## config.mk

```make
export PLATFORM = sky130hd
export DESIGN_NAME = xint_ctrl
export DESIGN_NICKNAME = d
export VERILOG_FILES = /design/src/rtl/xint_pkg.sv /design/src/rtl/xint_ctrl_dec.sv /design/src/rtl/xint_ctrl_dp.sv /design/src/rtl/xint_ctrl.sv
export SDC_FILE = /design/constraint.sdc
export NUM_CORES = 1
export LEC_CHECK = 0
export ABC_AREA = 1
export CORE_MARGIN = 2
export CORE_UTILIZATION = 37
export DETAILED_ROUTE_END_ITERATION = 8
export PLACE_DENSITY = 0.65
export SLEW_MARGIN = 25
export SYNTH_ARGS = -nofsm -noshare
export SYNTH_HDL_FRONTEND = slang
export SYNTH_SLANG_ARGS = --single-unit
```

## constraint.sdc

```tcl
create_clock -name clk -period 4.1 [get_ports clk]
set_input_delay 1.025 -clock clk [delete_from_list [all_inputs] [get_ports clk]]
set_output_delay 1.025 -clock clk [all_outputs]
set_load 0.03 [all_outputs]
```

## src/rtl/xint_pkg.sv

```systemverilog
package xint_pkg;

  localparam int ADDR_W = 8;

  // Byte offsets of the register file; software decodes these.
  localparam logic [ADDR_W-1:0] OFS_ENSET = 8'h00;
  localparam logic [ADDR_W-1:0] OFS_ENCLR = 8'h04;
  localparam logic [ADDR_W-1:0] OFS_MASK  = 8'h08;
  localparam logic [ADDR_W-1:0] OFS_PEND  = 8'h0C;
  localparam logic [ADDR_W-1:0] OFS_PCLR  = 8'h10;
  localparam logic [ADDR_W-1:0] OFS_SENSE = 8'h14;
  localparam logic [ADDR_W-1:0] OFS_EDGE  = 8'h18;
  localparam logic [ADDR_W-1:0] OFS_LEVEL = 8'h1C;
  localparam logic [ADDR_W-1:0] OFS_DIAG  = 8'h20;
  localparam logic [ADDR_W-1:0] OFS_NMCTL = 8'h24;

  localparam int DIAG_BIT = 31;
  localparam int NM_BIT   = 0;

  typedef enum logic [3:0] {
    RS_NONE, RS_MASK, RS_PEND, RS_SENSE, RS_EDGE, RS_LEVEL, RS_DIAG, RS_NMCTL
  } rdSel_e;

  // One-cycle write strobes from the decoder to the datapath.
  typedef struct packed {
    logic maskSet;
    logic maskClr;
    logic pendClr;
    logic senseWr;
    logic edgeWr;
    logic levelWr;
    logic diagWr;
    logic nmWr;
  } strobes_t;

endpackage

```

## src/rtl/xint_ctrl_dec.sv

```systemverilog
module xint_ctrl_dec
  import xint_pkg::*;
(
  input  logic [ADDR_W-1:0] busAddr,
  input  logic              busWrEn,
  output strobes_t          strb,
  output rdSel_e            rdSel
);

  always_comb begin
    strb = '0;
    if (busWrEn) begin
      case (busAddr)
        OFS_ENSET: strb.maskSet = 1'b1;
        OFS_ENCLR: strb.maskClr = 1'b1;
        OFS_PCLR:  strb.pendClr = 1'b1;
        OFS_SENSE: strb.senseWr = 1'b1;
        OFS_EDGE:  strb.edgeWr  = 1'b1;
        OFS_LEVEL: strb.levelWr = 1'b1;
        OFS_DIAG:  strb.diagWr  = 1'b1;
        OFS_NMCTL: strb.nmWr    = 1'b1;
        default:   strb = '0;
      endcase
    end
  end

  always_comb begin
    case (busAddr)
      OFS_MASK:  rdSel = RS_MASK;
      OFS_PEND:  rdSel = RS_PEND;
      OFS_SENSE: rdSel = RS_SENSE;
      OFS_EDGE:  rdSel = RS_EDGE;
      OFS_LEVEL: rdSel = RS_LEVEL;
      OFS_DIAG:  rdSel = RS_DIAG;
      OFS_NMCTL: rdSel = RS_NMCTL;
      default:   rdSel = RS_NONE;
    endcase
  end

endmodule

```

## src/rtl/xint_ctrl_dp.sv

```systemverilog
module xint_ctrl_dp
  import xint_pkg::*;
#(
  parameter int NUM_LINES = 8
) (
  input  logic                 clk,
  input  logic                 rstN,
  input  logic [NUM_LINES-1:0] extIn,
  input  strobes_t             strb,
  input  rdSel_e               rdSel,
  input  logic [31:0]          busWrData,
  output logic [31:0]          busRdData,
  output logic                 irqOut,
  output logic [NUM_LINES-1:0] pendVec,
  output logic [NUM_LINES-1:0] maskVec
);

  typedef logic [NUM_LINES-1:0] lineVec_t;

  lineVec_t wrBits;
  lineVec_t sync1Q, syncQ, prevQ;
  lineVec_t maskQ, pendQ, senseQ, edgeQ, levelQ;
  lineVec_t evt;
  logic     diagQ, nmQ;

  // Only the implemented lines take part in any write.
  assign wrBits = busWrData[NUM_LINES-1:0];

  // Two-stage synchroniser plus one stage of history for edge detection.
  always_ff @(posedge clk or negedge rstN) begin
    if (!rstN) begin
      sync1Q <= '0;
      syncQ  <= '0;
      prevQ  <= '0;
    end else begin
      sync1Q <= extIn;
      syncQ  <= sync1Q;
      prevQ  <= syncQ;
    end
  end

  // Per-line event: a level match in level mode, or the selected transition.
  for (genvar g = 0; g < NUM_LINES; g++) begin : gLine
    logic lvlActive, riseSeen, fallSeen;
    assign lvlActive = (syncQ[g] == levelQ[g]);
    assign riseSeen  =  syncQ[g] & ~prevQ[g];
    assign fallSeen  = ~syncQ[g] &  prevQ[g];
    assign evt[g]    = senseQ[g] ? lvlActive : (edgeQ[g] ? riseSeen : fallSeen);
  end

  always_ff @(posedge clk or negedge rstN) begin
    if (!rstN) begin
      maskQ  <= '0;
      pendQ  <= '0;
      senseQ <= '0;
      edgeQ  <= '0;
      levelQ <= '0;
      diagQ  <= 1'b0;
      nmQ    <= 1'b0;
    end else begin
      if (strb.maskSet)      maskQ <= maskQ | wrBits;
      else if (strb.maskClr) maskQ <= maskQ & ~wrBits;
      // An event in the same cycle as a clear wins, which also holds level lines.
      pendQ <= (strb.pendClr ? (pendQ & ~wrBits) : pendQ) | evt;
      if (strb.senseWr) senseQ <= wrBits;
      if (strb.edgeWr)  edgeQ  <= wrBits;
      if (strb.levelWr) levelQ <= wrBits;
      if (strb.diagWr)  diagQ  <= busWrData[DIAG_BIT];
      if (strb.nmWr)    nmQ    <= busWrData[NM_BIT];
    end
  end

  always_comb begin
    busRdData = '0;
    case (rdSel)
      RS_MASK:  busRdData[NUM_LINES-1:0] = maskQ;
      RS_PEND:  busRdData[NUM_LINES-1:0] = pendQ;
      RS_SENSE: busRdData[NUM_LINES-1:0] = senseQ;
      RS_EDGE:  busRdData[NUM_LINES-1:0] = edgeQ;
      RS_LEVEL: busRdData[NUM_LINES-1:0] = levelQ;
      RS_DIAG:  busRdData[DIAG_BIT]      = diagQ;
      RS_NMCTL: busRdData[NM_BIT]        = nmQ;
      default:  busRdData = '0;
    endcase
  end

  assign irqOut  = |(pendQ & maskQ);
  assign pendVec = pendQ;
  assign maskVec = maskQ;

endmodule

```

## src/rtl/xint_ctrl.sv

```systemverilog
module xint_ctrl
  import xint_pkg::*;
#(
  parameter int NUM_LINES = 8  // 1 to 32
) (
  input  logic                 clk,
  input  logic                 rstN,
  input  logic [NUM_LINES-1:0] extIn,
  input  logic [ADDR_W-1:0]    busAddr,
  input  logic                 busWrEn,
  input  logic [31:0]          busWrData,
  output logic [31:0]          busRdData,
  output logic                 irqOut
);

  strobes_t             strb;
  rdSel_e               rdSel;
  logic [NUM_LINES-1:0] pendVec;
  logic [NUM_LINES-1:0] maskVec;

  xint_ctrl_dec u_dec (
    .busAddr (busAddr),
    .busWrEn (busWrEn),
    .strb    (strb),
    .rdSel   (rdSel)
  );

  xint_ctrl_dp #(.NUM_LINES(NUM_LINES)) u_dp (
    .clk       (clk),
    .rstN      (rstN),
    .extIn     (extIn),
    .strb      (strb),
    .rdSel     (rdSel),
    .busWrData (busWrData),
    .busRdData (busRdData),
    .irqOut    (irqOut),
    .pendVec   (pendVec),
    .maskVec   (maskVec)
  );

endmodule

```

==> run_results.csv <==
group,metric,value,unit
clocking,cts_tree,"done",
clocking,cts_root_buffer,"clkbuf_8",
synthesis,ys.warnings.count,0,
placed_design,routabilityCongestion,0.7812,
timing,finClkSkew,0.006771,ns
routing,drt_drc_violations_left,0,
timing,fin_crit_sh,0.9413,
synthesis,synth_commonest_cells,"105 x nand2_1, 66 x dfrtp_1, 48 x nand3_1",
floorplanning,die_x,99.54,um
job,drv_cap,0,
global_route,grt_usage,0.1627,
setup_path,cp.arrival,2.83,ns
timing,fmax,259.1,MHz
setup_path,path_max_fanout,3,
setup_path,crit_type,"in -> out",
routing,dr.pass1.iters,4,
placed_design,dp_slack,0.2591,ns
floorplanning,io_pins,84,
routing,wl,7.349,mm
synthesis,synth_edf_count,0,
placed_design,placed_cell_area,3744,um2
timing,hold_viol,0,
routing,routed-via-count,2730,
synthesis,netlist_instances,406,
synthesis,ys_seq_elements,66,
routing,routedWlPerCell,13.05,um
clocking,hold_buffers,0,
setup_path,r2r_start,"u_dp.edgeQ[0]",
clocking,clkSlewWorstSetupHoldPaths,0.07,ns
timing,worst_pin_slew,0.6106,ns
synthesis,synth_top_cell_area_share,0.4891,
cells_and_area,stdcell_area,3948,um2
cells_and_area,final_layout_size_suffix_gt1_frac,0.1319,
synthesis,yosysTopAreaCell,"dfrtp_1",
synthesis,avgSynthCellArea,8.318,um2
global_route,antenna_found_initial,0,
power_and_ir_drop,ir_worst_vdd,0.0001967,V
global_route,grt_max_degree,49,
synthesis,synth_area_leaders,"dfrtp_1 49%, nand2_1 12%, nand3_1 7.1%, buf_4 5.3%, inv_1 4.1%",
setup_path,worstPathRequired,3.07,ns
setup_path,setup.worst_path.start,"busAddr[4]",
timing,finalSetupViolations,0,
synthesis,synthArstFlopShare,1.000,
synthesis,yosysMostFrequentCell,"nand2_1",
clocking,cts_setup_buffers,0,
clocking,clockBufferDepth,2,
clocking,htree_levels,3,
setup_path,ff2ff_path_depth,5,
synthesis,yosysSeqAreaShare,0.4891,
worst_hold_path,hold_path_class,"reg -> reg",
cells_and_area,antenna_cells,0,
cells_and_area,finalNetCount,501,
routing,viasPerCell,4.849,
global_route,gr-total-overflow,0,
outcome,run_status,"completed",
timing,report.final.slew_viol_count,0,
synthesis,synth.distinct_cells,24,
clocking,post_cts_resized,0,
clocking,cts.sinks,66,
floorplanning,die_height,99.54,um
cells_and_area,register_area,1652,um2
floorplanning,core,8806,um2
setup_path,start_kind,"input port",
floorplanning,start_util,0.3835,
setup_path,end_kind,"output pin",
placed_design,port-buffer-count,37,
cells_and_area,multi_input_area,1423,um2
global_route,grt_pass1_vias,2558,
clocking,clock_latency,0.34,ns
timing,finalCriticalPeriod,3.859,ns
timing,holdWs,0.3493,ns
cells_and_area,fillers,878,
synthesis,yosys_most_used_dff,"dfrtp_1",
timing,fin_ws,0.2407,ns
power_and_ir_drop,p_per_area,360.1,nW/um2
floorplanning,rows,34,
global_route,grt_pass1_wl,12.61,mm
setup_path,r2r_setup_slack,3.11,ns
setup_path,r2r_end,"u_dp.pendVec[0]",
timing,tns,0,ns
routing,antenna_left,0,
routing,drtIter0Drc,225,
clocking,numCtsBuffers,9,
placed_design,dp_hpwl,5.055,mm
setup_path,setup.worst_path.end,"busRdData[31]",
power_and_ir_drop,leakage,1.959,nW
timing,slew_headroom,0.5929,
cells_and_area,area_growth_syn_to_layout,16.90,%
synthesis,synth_area,3377,um2
floorplanning,die_area,9907,um2
timing,rsz0062_at_grt,"false",
power_and_ir_drop,p_total,1.421,mW
cells by family after synthesis:
| group | synth area share |
|---|---|
| XOR/XNOR | 0.01037 |
| AND/OR/NAND/NOR | 0.2768 |
| other | 0.001110 |
| flip-flops | 0.4891 |
| AO/OA/AOI/OAI | 0.1086 |
| buffers and inverters | 0.1141 |
layout by cell type (no fill, tap or decap):
| cell type | n |
|---|---|
| conb_1 | 23 |
| dfrtp_1 | 66 |
| bufinv_16 | 1 |
| nor2_8 | 3 |
| clkbuf_8 | 10 |
| clkinvlp_4 | 3 |
| clkinv_4 | 1 |
| nand3_1 | 48 |
| nor2_2 | 2 |
| clkdlybuf4s50_1 | 28 |
| a22oi_1 | 4 |
| nand2_4 | 3 |
| o21ai_2 | 9 |
| nor2_4 | 3 |
| inv_1 | 37 |
| nor3b_1 | 1 |
| nand2_1 | 105 |
| o21ai_1 | 9 |
| buf_2 | 1 |
| a22o_1 | 2 |
| a21oi_1 | 17 |
| buf_4 | 13 |
| xnor2_1 | 4 |
| nor2_1 | 29 |
| clkinv_2 | 2 |
| nand2_2 | 7 |
| o21ai_0 | 22 |
| inv_2 | 2 |
routing by layer:
metal  share of wire  global-route usage
met5               0                   0
met4           0.018             0.05374
met3           0.060             0.03935
met2            0.46              0.2479
met1            0.46              0.2284
power breakdown:
part	internal, mW	total (mW)	leakage (nW)	switching (mW)
Combinational	0.0572	0.168	1.08	0.110
Sequential	0.681	0.701	0.783	0.0198
Clock	0.297	0.553	0.0945	0.256
metrics by stage:
stage                     utilization  instances
after floorplan                     -        428
after global placement         0.4251        547
after detailed placement       0.4251        547
after CTS                      0.4483        563
after global routing           0.4483        563
final                          0.4483        563
worst min-delay path by stage:
stage,end,start,slack (ns),cells after the start
final,u_dp.syncQ[5],u_dp.sync1Q[5],0.35,0
after global routing,u_dp.syncQ[3],u_dp.sync1Q[3],0.36,0
after CTS,u_dp.syncQ[1],u_dp.sync1Q[1],0.35,0
after detailed placement,u_dp.syncQ[1],u_dp.sync1Q[1],0.33,0
after global placement,u_dp.syncQ[5],u_dp.sync1Q[5],0.33,0
after floorplan,u_dp.syncQ[0],u_dp.sync1Q[0],0.33,0
critical path, cell delays in order:
cell,delay [ns]
clkdlybuf4s50_1,0.47
inv_1,0.12
nand2_1,0.06
nor2_1,0.19
inv_1,0.08
nor3b_1,0.19
clkdlybuf4s50_1,0.70
final cells by class:
cell class,instances,share of cell area
Sequential cell,66,0.4184
Multi-Input combinational cell,291,0.3604
Timing Repair Buffer,42,0.09699
Inverter,40,0.03835
Clock buffer,10,0.03487
Tap cell,108,0.03423
Clock inverter,6,0.01680
(Power assumes the default switching activity.)
